`src/rtl/la_pkg.sv`:
```
package la_pkg;
    localparam logic [7:0] ALIGN_CODE = 8'h7C;

    typedef enum logic [0:0] {
        L_HUNT,
        L_BUF
    } lane_state_t;

    typedef enum logic [1:0] {
        T_GATHER,
        T_RUN,
        T_MANUAL
    } top_state_t;
endpackage

```
`src/rtl/la_fifo.sv`:
```
module la_fifo #(
    parameter int W     = 9,
    parameter int DEPTH = 8,
    localparam int AW   = (DEPTH > 1) ? $clog2(DEPTH) : 1,
    localparam int CW   = $clog2(DEPTH + 1)
) (
    input  logic          clk,
    input  logic          rst_n,
    input  logic          clear,
    input  logic          wr_en,
    input  logic [W-1:0]  wr_data,
    input  logic          rd_en,
    output logic [W-1:0]  rd_data,
    output logic [CW-1:0] count,
    output logic          overflow,
    output logic          underflow
);
    logic [W-1:0]  mem [DEPTH];
    logic [AW-1:0] wr_ptr, rd_ptr;
    logic          full, empty, do_wr, do_rd;

    function automatic logic [AW-1:0] bump(input logic [AW-1:0] p);
        return (p == AW'(DEPTH - 1)) ? '0 : p + AW'(1);
    endfunction

    assign full      = (count == CW'(DEPTH));
    assign empty     = (count == '0);
    assign do_rd     = rd_en && !empty;
    assign do_wr     = wr_en && (!full || do_rd);
    assign overflow  = wr_en && !do_wr;
    assign underflow = rd_en && empty;
    assign rd_data   = mem[rd_ptr];

    always_ff @(posedge clk) begin
        if (do_wr) mem[wr_ptr] <= wr_data;
    end

    always_ff @(posedge clk or negedge rst_n) begin
        if (!rst_n) begin
            wr_ptr <= '0;
            rd_ptr <= '0;
            count  <= '0;
        end else if (clear) begin
            wr_ptr <= '0;
            rd_ptr <= '0;
            count  <= '0;
        end else begin
            if (do_wr) wr_ptr <= bump(wr_ptr);
            if (do_rd) rd_ptr <= bump(rd_ptr);
            unique case ({do_wr, do_rd})
                2'b10:   count <= count + CW'(1);
                2'b01:   count <= count - CW'(1);
                default: ;
            endcase
        end
    end
endmodule

```
`src/rtl/la_lane.sv`:
```
module la_lane
    import la_pkg::*;
#(
    parameter int DATA_W = 8,
    parameter int DEPTH  = 8,
    parameter int DLY_W  = 3,
    localparam int CW    = $clog2(DEPTH + 1)
) (
    input  logic              clk,
    input  logic              rst_n,
    input  logic              flush,
    input  logic              lock,
    input  logic              manual_en,
    input  logic [1:0]        occ_sel,
    input  logic [DLY_W-1:0]  delay,
    input  logic [DATA_W-1:0] in_data,
    input  logic              in_ctrl,
    input  logic              run_rd,
    input  logic              man_rd,
    output logic              armed,
    output logic [DATA_W-1:0] out_data,
    output logic              out_ctrl,
    output logic              out_vld,
    output logic              err
);
    lane_state_t       state_q, state_d;
    logic [1:0]        occ_q, occ_d;
    logic              is_align, fifo_clr, wr_en, rd_en, ovf, unf;
    logic [DATA_W:0]   rd_word;
    logic [CW-1:0]     fifo_count;

    assign is_align = in_ctrl && (in_data == DATA_W'(ALIGN_CODE));
    assign armed    = (state_q == L_BUF);
    assign wr_en    = armed;
    assign rd_en    = armed && (run_rd || (man_rd && (fifo_count > CW'(delay))));
    assign fifo_clr = !armed || flush || !lock;

    always_ff @(posedge clk or negedge rst_n) begin
        if (!rst_n) begin
            state_q <= L_HUNT;
            occ_q   <= '0;
        end else begin
            state_q <= state_d;
            occ_q   <= occ_d;
        end
    end

    always_comb begin
        state_d = state_q;
        occ_d   = occ_q;
        unique case (state_q)
            L_HUNT: begin
                if (manual_en) begin
                    state_d = L_BUF;
                end else if (is_align) begin
                    if (occ_q == occ_sel) state_d = L_BUF;
                    else                  occ_d   = occ_q + 2'd1;
                end
            end
            L_BUF: ;
        endcase
        if (!lock || flush) begin
            state_d = L_HUNT;
            occ_d   = '0;
        end
    end

    la_fifo #(.W(DATA_W + 1), .DEPTH(DEPTH)) u_fifo (
        .clk       (clk),
        .rst_n     (rst_n),
        .clear     (fifo_clr),
        .wr_en     (wr_en),
        .wr_data   ({in_ctrl, in_data}),
        .rd_en     (rd_en),
        .rd_data   (rd_word),
        .count     (fifo_count),
        .overflow  (ovf),
        .underflow (unf)
    );

    always_ff @(posedge clk or negedge rst_n) begin
        if (!rst_n) begin
            out_data <= '0;
            out_ctrl <= 1'b0;
            out_vld  <= 1'b0;
            err      <= 1'b0;
        end else begin
            err <= err | (!fifo_clr && (ovf || unf));
            if (fifo_clr) begin
                out_vld <= 1'b0;
            end else begin
                out_vld <= rd_en && (fifo_count != '0);
                if (rd_en && (fifo_count != '0)) begin
                    out_data <= rd_word[DATA_W-1:0];
                    out_ctrl <= rd_word[DATA_W];
                end
            end
        end
    end

    AST_LOCK_GATE: assert property (@(posedge clk) disable iff (!rst_n)
        !lock |=> (state_q == L_HUNT && !out_vld));
    AST_NO_OVERFLOW: assert property (@(posedge clk) disable iff (!rst_n)
        (armed && lock && !flush && fifo_count == CW'(DEPTH) && !rd_en) |=> err);
    AST_MANUAL_HOLD: assert property (@(posedge clk) disable iff (!rst_n)
        (man_rd && !run_rd && armed && lock && !flush && fifo_count <= CW'(delay)) |=> !out_vld);
endmodule

```
`src/rtl/la_monitor.sv`:
```
module la_monitor #(
    parameter int NUM_LANES = 4,
    parameter int MF_W      = 8
) (
    input  logic                 clk,
    input  logic                 rst_n,
    input  logic                 active,
    input  logic [MF_W-1:0]      mf_len,
    input  logic [NUM_LANES-1:0] lane_a,
    output logic                 realign_req
);
    logic [MF_W-1:0]      cnt_q, last;
    logic [NUM_LANES-1:0] miss_now, miss_q;

    assign last        = mf_len - MF_W'(1);
    assign miss_now    = (active && (cnt_q != last)) ? lane_a : '0;
    assign realign_req = |(miss_q & miss_now);

    always_ff @(posedge clk or negedge rst_n) begin
        if (!rst_n) begin
            cnt_q  <= '0;
            miss_q <= '0;
        end else if (!active) begin
            cnt_q  <= last;
            miss_q <= '0;
        end else begin
            cnt_q  <= (cnt_q == last) ? '0 : cnt_q + MF_W'(1);
            miss_q <= (miss_q & ~lane_a) | miss_now;
        end
    end

    AST_SINGLE_MISS: assert property (@(posedge clk) disable iff (!rst_n)
        (active && miss_q == '0) |-> !realign_req);
    AST_CNT_WRAP: assert property (@(posedge clk) disable iff (!rst_n)
        (active && cnt_q == last && $stable(mf_len)) |=> (cnt_q == '0));
endmodule

```
`src/rtl/lane_aligner.sv`:
```
module lane_aligner
    import la_pkg::*;
#(
    parameter int NUM_LANES  = 4,
    parameter int DATA_W     = 8,
    parameter int FIFO_DEPTH = 8,
    parameter int MF_W       = 8,
    parameter int DLY_W      = 3
) (
    input  logic                        clk,
    input  logic                        rst_n,
    input  logic [NUM_LANES*DATA_W-1:0] rx_data,
    input  logic [NUM_LANES-1:0]        rx_ctrl,
    input  logic [NUM_LANES-1:0]        rx_lock,
    input  logic [1:0]                  occ_sel,
    input  logic                        manual_en,
    input  logic [NUM_LANES*DLY_W-1:0]  manual_dly,
    input  logic [MF_W-1:0]             mf_len,
    output logic [NUM_LANES*DATA_W-1:0] tx_data,
    output logic [NUM_LANES-1:0]        tx_ctrl,
    output logic                        tx_valid,
    output logic                        aligned,
    output logic                        realign,
    output logic [NUM_LANES-1:0]        buf_err
);
    top_state_t           state_q, state_d;
    logic                 flush, realign_req, run_rd, man_rd;
    logic [NUM_LANES-1:0] armed, lane_vld, lane_a;

    assign run_rd   = (state_q == T_RUN);
    assign man_rd   = (state_q == T_MANUAL);
    assign tx_valid = &lane_vld;

    for (genvar i = 0; i < NUM_LANES; i++) begin : g_lane
        la_lane #(.DATA_W(DATA_W), .DEPTH(FIFO_DEPTH), .DLY_W(DLY_W)) u_lane (
            .clk       (clk),
            .rst_n     (rst_n),
            .flush     (flush),
            .lock      (rx_lock[i]),
            .manual_en (manual_en),
            .occ_sel   (occ_sel),
            .delay     (manual_dly[i*DLY_W +: DLY_W]),
            .in_data   (rx_data[i*DATA_W +: DATA_W]),
            .in_ctrl   (rx_ctrl[i]),
            .run_rd    (run_rd),
            .man_rd    (man_rd),
            .armed     (armed[i]),
            .out_data  (tx_data[i*DATA_W +: DATA_W]),
            .out_ctrl  (tx_ctrl[i]),
            .out_vld   (lane_vld[i]),
            .err       (buf_err[i])
        );
        assign lane_a[i] = lane_vld[i] && tx_ctrl[i]
                           && (tx_data[i*DATA_W +: DATA_W] == DATA_W'(ALIGN_CODE));
    end

    la_monitor #(.NUM_LANES(NUM_LANES), .MF_W(MF_W)) u_mon (
        .clk         (clk),
        .rst_n       (rst_n),
        .active      (run_rd),
        .mf_len      (mf_len),
        .lane_a      (lane_a),
        .realign_req (realign_req)
    );

    always_ff @(posedge clk or negedge rst_n) begin
        if (!rst_n) state_q <= T_GATHER;
        else        state_q <= state_d;
    end

    always_comb begin
        state_d = state_q;
        flush   = 1'b0;
        unique case (state_q)
            T_GATHER: begin
                if (manual_en)   state_d = T_MANUAL;
                else if (&armed) state_d = T_RUN;
            end
            T_RUN: begin
                if (manual_en || realign_req || !(&armed)) begin
                    state_d = T_GATHER;
                    flush   = 1'b1;
                end
            end
            T_MANUAL: begin
                if (!manual_en) begin
                    state_d = T_GATHER;
                    flush   = 1'b1;
                end
            end
            default: state_d = T_GATHER;
        endcase
    end

    always_ff @(posedge clk or negedge rst_n) begin
        if (!rst_n) realign <= 1'b0;
        else        realign <= (state_q == T_RUN) && realign_req;
    end

    assign aligned = (state_q == T_RUN) || (state_q == T_MANUAL);

    AST_RELEASE_TOGETHER: assert property (@(posedge clk) disable iff (!rst_n)
        (state_q == T_RUN && &armed) |-> (lane_vld == '0 || lane_vld == '1));
    AST_REALIGN_FLUSH: assert property (@(posedge clk) disable iff (!rst_n)
        (state_q == T_RUN && realign_req) |=> (state_q == T_GATHER && !tx_valid && realign));
    AST_VALID_ALIGNED: assert property (@(posedge clk) disable iff (!rst_n)
        tx_valid |-> aligned);
    AST_ERR_STICKY: assert property (@(posedge clk) disable iff (!rst_n)
        (|buf_err) |=> ((buf_err & $past(buf_err)) == $past(buf_err)));
endmodule

```
`config.mk`:
```
export PLATFORM = sky130hd
export DESIGN_NAME = lane_aligner
export DESIGN_NICKNAME = d
export VERILOG_FILES = /design/src/rtl/la_pkg.sv /design/src/rtl/la_fifo.sv /design/src/rtl/la_lane.sv /design/src/rtl/la_monitor.sv /design/src/rtl/lane_aligner.sv
export SDC_FILE = /design/constraint.sdc
export NUM_CORES = 1
export LEC_CHECK = 0
export BUFFER_PORTS_ARGS = -buffer_cell sky130_fd_sc_hd__buf_4
export CORE_ASPECT_RATIO = 2
export CORE_UTILIZATION = 61
export DETAILED_ROUTE_END_ITERATION = 7
export HOLD_SLACK_MARGIN = 0.15
export PLACE_DENSITY_LB_ADDON = 0.12
export REMOVE_ABC_BUFFERS = 1
export SYNTH_ARGS = -nofsm -noshare
export SYNTH_HDL_FRONTEND = slang
export SYNTH_SLANG_ARGS = --single-unit
```
`constraint.sdc`:
```
create_clock -name clk -period 4.4 [get_ports clk]
set_clock_uncertainty 0.15 [all_clocks]
set_input_delay 0.44 -clock clk [delete_from_list [all_inputs] [get_ports clk]]
set_output_delay 0.44 -clock clk [all_outputs]
set_load 0.1 [all_outputs]
```
**Yosys cells after proc, flatten, opt, wreduce, memory -nomap -nowiden**

Memories as Yosys holds them, arrays and structs flattened. A register that Yosys moved wholly into a read port is not among the register bits.
Index checks and enable logic that the tools add are counted.

- $lt $le $gt $ge: 4
- Bitwise logic cells: 12
- Multiplexer cells: 96
- Add/subtract/negate cells: 22
- Equal/unequal tests: 51
- Reductions and logical operators: 139

Operators with widths:

| cell | count |
|---|---|
| $mux 3 | 24 |
| $eq 8x7->1 const B | 8 |
| $mux 2 | 24 |
| $logic_and 1x1->1 | 46 |
| $mux 1 | 34 |
| $pmux 4 s2 | 4 |
| $logic_not 1->1 | 29 |
| $logic_or 1x1->1 | 27 |
| $add 3x1->3 const B | 8 |
| $eq 3x3->1 const B | 8 |
| $mux 4 | 6 |
| $reduce_and 4->1 | 6 |
| $reduce_bool 2->1 | 12 |
| $ne 2x2->1 const B | 10 |
| $add 4x1->4 const B | 4 |
| $eq 4x4->1 const B | 4 |
| $gt 4x3->1 | 4 |
| $logic_not 4->1 | 4 |
| $mux 8 | 2 |
| $reduce_bool 4->1 | 4 |
| $sub 4x1->4 const B | 4 |
| $reduce_bool 3->1 | 4 |
| $eq 2x1->1 const B | 5 |
| $eq 2x2->1 const B | 5 |
| 19 further kinds | 38 |

- Register bits: 75
- Memories kept: 4
- RAM bits: 288

Memory list:

| name | words | width | read ports | clocked after Yosys merged registers in | write ports | line | RTL |
|---|---|---|---|---|---|---|---|
| g_lane[0].u_lane.u_fifo.mem | 8 | 9 | 1 | 1 | 1 | la_fifo.sv:18 | `logic [W-1:0] mem [DEPTH];` |
| g_lane[1].u_lane.u_fifo.mem | 8 | 9 | 1 | 1 | 1 | la_fifo.sv:18 |  |
| g_lane[2].u_lane.u_fifo.mem | 8 | 9 | 1 | 1 | 1 | la_fifo.sv:18 |  |
| g_lane[3].u_lane.u_fifo.mem | 8 | 9 | 1 | 1 | 1 | la_fifo.sv:18 |  |

**Longest topological paths before layout**

- Word-level depth: 15
- Gate-level depth with buffers: 16
- Depth with buffers taken out: 16

**By module**

From an unflattened synthesis, not the netlist that was laid out.

- Cell total of the unflattened synthesis: 1,101
- Area total of the unflattened synthesis: 17,838.4 µm²

Modules (own cells, without submodules):

| module | sequential area each (µm²) | instances | cells each | area an instance (µm²) |
|---|---|---|---|---|
| la_fifo at g_lane[0].u_lane.u_fifo ... | 2,412.3 | 3 | 184 | 3,439.5 |
| la_fifo at g_lane[1].u_lane.u_fifo | 2,412.3 | 1 | 185 | 3,449.6 |
| la_lane | 350.3 | 4 | 59 | 720.7 |
| la_monitor | 300.3 | 1 | 86 | 842.1 |
| lane_aligner | 75.1 | 1 | 42 | 345.3 |

**Worst setup path after synthesis**

No wires, ideal clock.

- Kind: input -> register
- From: in manual_dly[10]
- To: reg g_lane[3].u_lane.u_fifo.count[3]
- Arrival time: 2,955 ps
- Buffers on the path: 0
- Path slack: 1,174 ps
- Cell stages on the path: 16
- Data required time: 4,129 ps
- Path through: inv_1 ha_1 nor2b_1 o21ai_0 a32oi_1 o21ai_0 a21oi_1 ha_1 ha_1 a21o_1 a21oi_1 xor2_1 nor2_1 xor2_1 nand2_1 nor2_1

- Longest elaborated chain between the ends: 10
- Elaborated cells between the ends (all ways): 12
- Classes of those cells: order compare: 1; eq/ne: 2; mux: 2; reduce/logical: 7

RTL lines:

| item | line | RTL |
|---|---|---|
| start, declared | lane_aligner.sv:17 | `input logic [NUM_LANES*DLY_W-1:0] manual_dly,` |
| $gt 4x3->1 (*) | la_lane.sv:35 | `assign rd_en = armed && (run_rd \|\| (man_rd && (fifo_count > CW'(delay))));` |
| $logic_and 1x1->1 (*) | la_lane.sv:35 |  |
| $logic_or 1x1->1 (*) | la_lane.sv:35 |  |
| $logic_and 1x1->1 (*) | la_lane.sv:35 |  |
| $logic_and 1x1->1 (*) | la_fifo.sv:28 | `assign do_rd = rd_en && !empty;` |
| $logic_or 1x1->1 | la_fifo.sv:29 | `assign do_wr = wr_en && (!full \|\| do_rd);` |
| $logic_and 1x1->1 | la_fifo.sv:29 |  |
| $eq 2x1->1 / $eq 2x2->1 (equally long branches) | la_fifo.sv:50 | `unique case ({do_wr, do_rd})` |
| $pmux 4 s2 | la_fifo.sv:50 |  |
| $mux 4 | la_fifo.sv:43 | `end else if (clear) begin` |
| end signal, assigned | la_fifo.sv:51 | `2'b10: count <= count + CW'(1);` |
| end signal, assigned | la_fifo.sv:52 | `2'b01: count <= count - CW'(1);` |
| end, declared | la_fifo.sv:14 | `output logic [CW-1:0] count,` |

Mark *: on every way between the ends. The rest lies on a longest branch, timed or not.
A chain may end at the register's enable or synchronous reset.

**Worst setup path in the final report**

- From: in mf_len[0]
- To: reg g_lane[1].u_lane.u_fifo.wr_ptr[2]

- Longest elaborated chain between the ends: 13
- Elaborated cells between the ends (all ways): 14
- Classes of those cells: add/sub: 1; eq/ne: 1; mux: 4; bitwise: 1; reduce/logical: 7

RTL lines:

| item | line | RTL |
|---|---|---|
| start, declared | lane_aligner.sv:18 | `input logic [MF_W-1:0] mf_len,` |
| $sub 8x1->8 (*) | la_monitor.sv:15 | `assign last = mf_len - MF_W'(1);` |
| $ne 8x8->1 (*) | la_monitor.sv:16 | `assign miss_now = (active && (cnt_q != last)) ? lane_a : '0;` |
| $logic_and 1x1->1 (*) | la_monitor.sv:16 |  |
| $mux 4 (*) | la_monitor.sv:16 |  |
| $and 4x4->4 (*) | la_monitor.sv:17 | `assign realign_req = \|(miss_q & miss_now);` |
| $reduce_or 4->1 (*) | la_monitor.sv:17 |  |
| $logic_or 1x1->1 (*) (2 in a row) | lane_aligner.sv:80 | `if (manual_en \|\| realign_req \|\| !(&armed)) begin` |
| $mux 1 (*) | lane_aligner.sv:80 |  |
| $pmux 1 s2 (*) | lane_aligner.sv:74 | `unique case (state_q)` |
| $logic_or 1x1->1 (*) (2 in a row) | la_lane.sv:36 | `assign fifo_clr = !armed \|\| flush \|\| !lock;` |
| $mux 3 / $reduce_bool 2->1 (equally long branches) | - |  |
| end signal, assigned | la_fifo.sv:48 | `if (do_wr) wr_ptr <= bump(wr_ptr);` |
| end, declared | la_fifo.sv:19 | `logic [AW-1:0] wr_ptr, rd_ptr;` |

Marks and branches as above.

==> metrics.csv <==
stage;metric;value;unit
synthesis;synth_warnings;0;
power;p_per_area;382;nW/um2
timing;final-setup-viol-count;0;
timing;finalHoldViolCount;0;
die;die-width;122;um
power;pwr-share-clk;39.0;%
critical_path;cpMostUsedCell;nor3b_1;
global_route;gr-total-overflow;0;
power;pwr-share-comb;7.7;%
routing;wl_met3;1180;um
die;dieHeight;242;um
clock_tree;postCtsHoldBufs;47;
die;core_area;28200;um2
synthesis;syn_inst;1102;
power;intPower;6.08;mW
critical_path;cp.required;4.67;ns
hold_path;hold_depth;3;
placement;dpl.hpwl;24000;um
placement;dp.cells;1555;
synthesis;dominantRegCellSynth;edfxtp_1;
synthesis;synthTopCellsByArea;edfxtp_1 (49%), dfrtp_1 (16%), mux4_2 (9.3%);
clock_tree;clock_path_buffers;3;
clock_tree;h-tree-depth;2;
timing;grt_setup_unrepaired;no;
synthesis;postSynth.asyncResetShare;27.8;%
outcome;status;finished clean;
timing;finalCritPeriodShare;88.9;%
placement;gp_congestion;0.796;
synthesis;netlist.area_leader.share;49.4;%
finish;fin_nets;1396;
synthesis;synth-seq-cells;399;
hold_path;hp-class;in2reg;
timing;finalSetupTns;0;ns
hold_path;worstHoldStart;mf_len[3];
die;die_area;29400;um2
clock_tree;clk_latency;0.53;ns
routing;postRouteAntennaNets;0;
synthesis;syn_avg_cell_area;15.9;um2
finish;insertedDiodeCount;0;
critical_path;reg2reg_slack;0.88;ns
finish;final_common_cell;edfxtp_1;
power;switching_share;22.1;%
die;rows;87;
critical_path;slowest_stage;nor3b_1;
synthesis;synth_area_leader_cell;edfxtp_1;
clock_tree;clkSlewWorstSetupHoldPaths;0.07;ns
clock_tree;cts_setup_buffers;0;
finish;fillers;1776;
clock_tree;cts_resized;0;
routing;avgViaCountPerCell;5.93;
routing;route.met2.wl;19600;um
synthesis;synth-seq-area-share;65.3;%
die;io_pins;108;
critical_path;ff2ff_path_depth;16;
finish;final_cell_mix;edfxtp_1 (288), buf_4 (143), dfrtp_1 (111), nor2_1 (76);
global_route;grt_max_degree;78;
timing;fin_crit;3.91;ns
critical_path;arrival;4.18;ns
clock_tree;cts_made_buffers;34;
routing;wl_met1;13200;um
timing;worst_slew_pin_slew;1.07;ns
job;maxCapViolCount;0;
critical_path;crit-reg2reg-launch;g_lane[1].u_lane.u_fifo.count[1]$_DFFE_PN0P_;
global_route;grt_pass1_vias;10400;
routing;wl_per_cell;21.2;um
placement;port_buffers;107;
routing;highest_layer;met4;
synthesis;ys_types;52;
critical_path;crit_chain;dlygate4sd3_1 > buf_4 > inv_1 > ha_1 > nor3b_1 > nand2_1 > xor2_1 > a2111o_1 > o2111ai_4 > nand3_1 > nor3b_1;
global_route;antenna_found_initial;0;
routing;detailedRoute.firstIterationViolations;457;
global_route;grt_use_total;25.2;%
critical_path;r2r-end;g_lane[1].u_lane.u_fifo.count[3]$_DFFE_PN0P_;
power;seq_power_share;53.3;%
finish;drive_gt1_share;26.8;%
finish;synthToLayoutAreaGrowth;16.7;%
clock_tree;cts_tree;done;
routing;drc_errors;0;
synthesis;synth_edf_count;288;
power;leakage;7.74;nW
power;p_sw;1.73;mW
timing;finalMaxSlewViolations;0;
routing;wl;35200;um
finish;stdcell_count;1664;
die;initial_core_util;62.1;%
critical_path;cp-start-kind;input pin;
clock_tree;root_buffer;clkbuf_16;
hold_path;hold_end;u_mon.cnt_q[3]$_DFF_PN0_;
critical_path;cpPeakStageDelay;0.59;ns
global_route;grt_pass1_wl;55600;um
finish;multiInputGateArea;5770;um2
timing;fmax;0.256;GHz
synthesis;syn-cell-area;17500;um2
finish;regArea;11400;um2
routing;dr.pass1.iters;5;
timing;slew_headroom;28.6;%
power;peakVddDrop;0.401;mV
critical_path;worst-setup-path-type;in2reg;
routing;via_count;9861;
critical_path;cp_max_fo;14;
critical_path;worstSetupEndpointType;flip-flop;
clock_tree;cts_sinks;399;
-- power by group through the flow --
stage          sequential, mW  clock, mW  combinational [mW]
4_1_cts                  4.16       3.09               0.609
3_5_place_dp             4.24          0               0.573
3_3_place_gp             4.23          0               0.560
2_1_floorplan            4.27          0               0.291
6_report                 4.16       3.04               0.602
5_1_grt                  4.17       3.21               0.657
-- how the worst max path moves through the flow --
stage | start | to | slack, ns | cells past startpoint
after floorplan | state_q[1]$_DFFE_PN0P_ | g_lane[3].u_lane.u_fifo.count[3]$_DFFE_PN0P_ | 0.83 | 13
after global placement | mf_len[0] | g_lane[0].u_lane.u_fifo.wr_ptr[0]$_DFFE_PN0P_ | 0.62 | 10
after detailed placement | mf_len[0] | g_lane[2].u_lane.u_fifo.wr_ptr[0]$_DFFE_PN0P_ | 0.52 | 10
after CTS | mf_len[0] | g_lane[1].u_lane.u_fifo.wr_ptr[2]$_DFFE_PN0P_ | 0.50 | 11
after global routing | mf_len[0] | g_lane[3].u_lane.u_fifo.wr_ptr[0]$_DFFE_PN0P_ | 0.20 | 11
final | mf_len[0] | g_lane[1].u_lane.u_fifo.wr_ptr[2]$_DFFE_PN0P_ | 0.49 | 11
-- synthesized netlist by cell type (all sizes together), types with 7 or more instances --
| cell type | number |
|---|---|
| a21oi | 28 |
| buf | 20 |
| clkbuf | 26 |
| dfrtp | 111 |
| edfxtp | 288 |
| ha | 45 |
| inv | 27 |
| mux2 | 72 |
| mux2i | 21 |
| mux4 | 72 |
| nand2 | 56 |
| nand2b | 12 |
| nand3 | 28 |
| nand3b | 15 |
| nand4 | 7 |
| nor2 | 76 |
| nor2b | 7 |
| nor3 | 19 |
| nor3b | 17 |
| o21ai | 34 |
| xnor2 | 25 |
| xor2 | 24 |
-- flip-flops by register name, indices dropped and copies added (netlist names) --
| name | count |
|---|---|
| realign | 1 |
| g_lane.u_lane.armed | 4 |
| g_lane.u_lane.u_fifo.wr_ptr | 12 |
| g_lane.u_lane.occ_q | 8 |
| u_mon.cnt_q | 8 |
| g_lane.u_lane.u_fifo.count | 16 |
| state_q | 2 |
| g_lane.u_lane.out_data | 32 |
| g_lane.u_lane.u_fifo.mem | 288 |
| g_lane.u_lane.out_ctrl | 4 |
| u_mon.miss_q | 4 |
| g_lane.u_lane.u_fifo.rd_ptr | 12 |
| g_lane.u_lane.err | 4 |
| g_lane.u_lane.out_vld | 4 |
-- cell families (layout without fill, tap and decap cells) --
| kind of cell | after synthesis | after routing | synth area share (%) |
|---|---|---|---|
| adder cells (fa/ha/maj) | 49 | 49 | 3.67 |
| flip-flops | 399 | 399 | 65.3 |
| multiplexers | 165 | 165 | 15.1 |
| AND/OR/NAND/NOR | 269 | 269 | 8.18 |
| XOR/XNOR | 49 | 49 | 2.45 |
| buffers and inverters | 74 | 280 | 1.79 |
| AO/OA/AOI/OAI | 97 | 97 | 3.55 |
-- critical path: cells and delay by family --
family	cells	cell delay (ns)
XOR/XNOR	1	0.19
AND/OR/NAND/NOR	4	1.62
AO/OA/AOI/OAI	2	0.99
adder cells (fa/ha/maj)	1	0.17
buffers and inverters	3	0.77
-- per-stage QoR --
| step | utilization, % | worst slack, ns | total power, mW | cell area, um2 | hold slack [ns] |
|---|---|---|---|---|---|
| after global placement | 66.7 | 0.617 | 4.79 | 18800 | 0.317 |
| final | 72.4 | 0.490 | 7.81 | 20400 | 0.185 |
| after detailed placement | 66.7 | 0.516 | 4.81 | 18800 | 0.324 |
| after CTS | 72.4 | 0.503 | 7.86 | 20400 | 0.177 |
| after global routing | 72.4 | 0.205 | 8.03 | 20400 | 0.205 |
| after floorplan | - | 0.829 | 4.57 | 17300 | -0.00559 |
-- layout make-up --
class,instances,share of cell area (%)
Clock buffer,52,5.04
Clock inverter,10,0.515
Inverter,28,0.515
Multi-Input combinational cell,629,28.2
Sequential cell,399,55.9
Tap cell,356,2.18
Timing Repair Buffer,190,7.56
-- routing by layer --
layer | global-route usage [%] | vias up
met5 | 0 | -
met4 | 10.3 | 0
met3 | 3.40 | 69
met2 | 46.1 | 222
met1 | 29.1 | 4999
li1 | - | 4571
No activity file was read; power rests on OpenSTA's default activity.
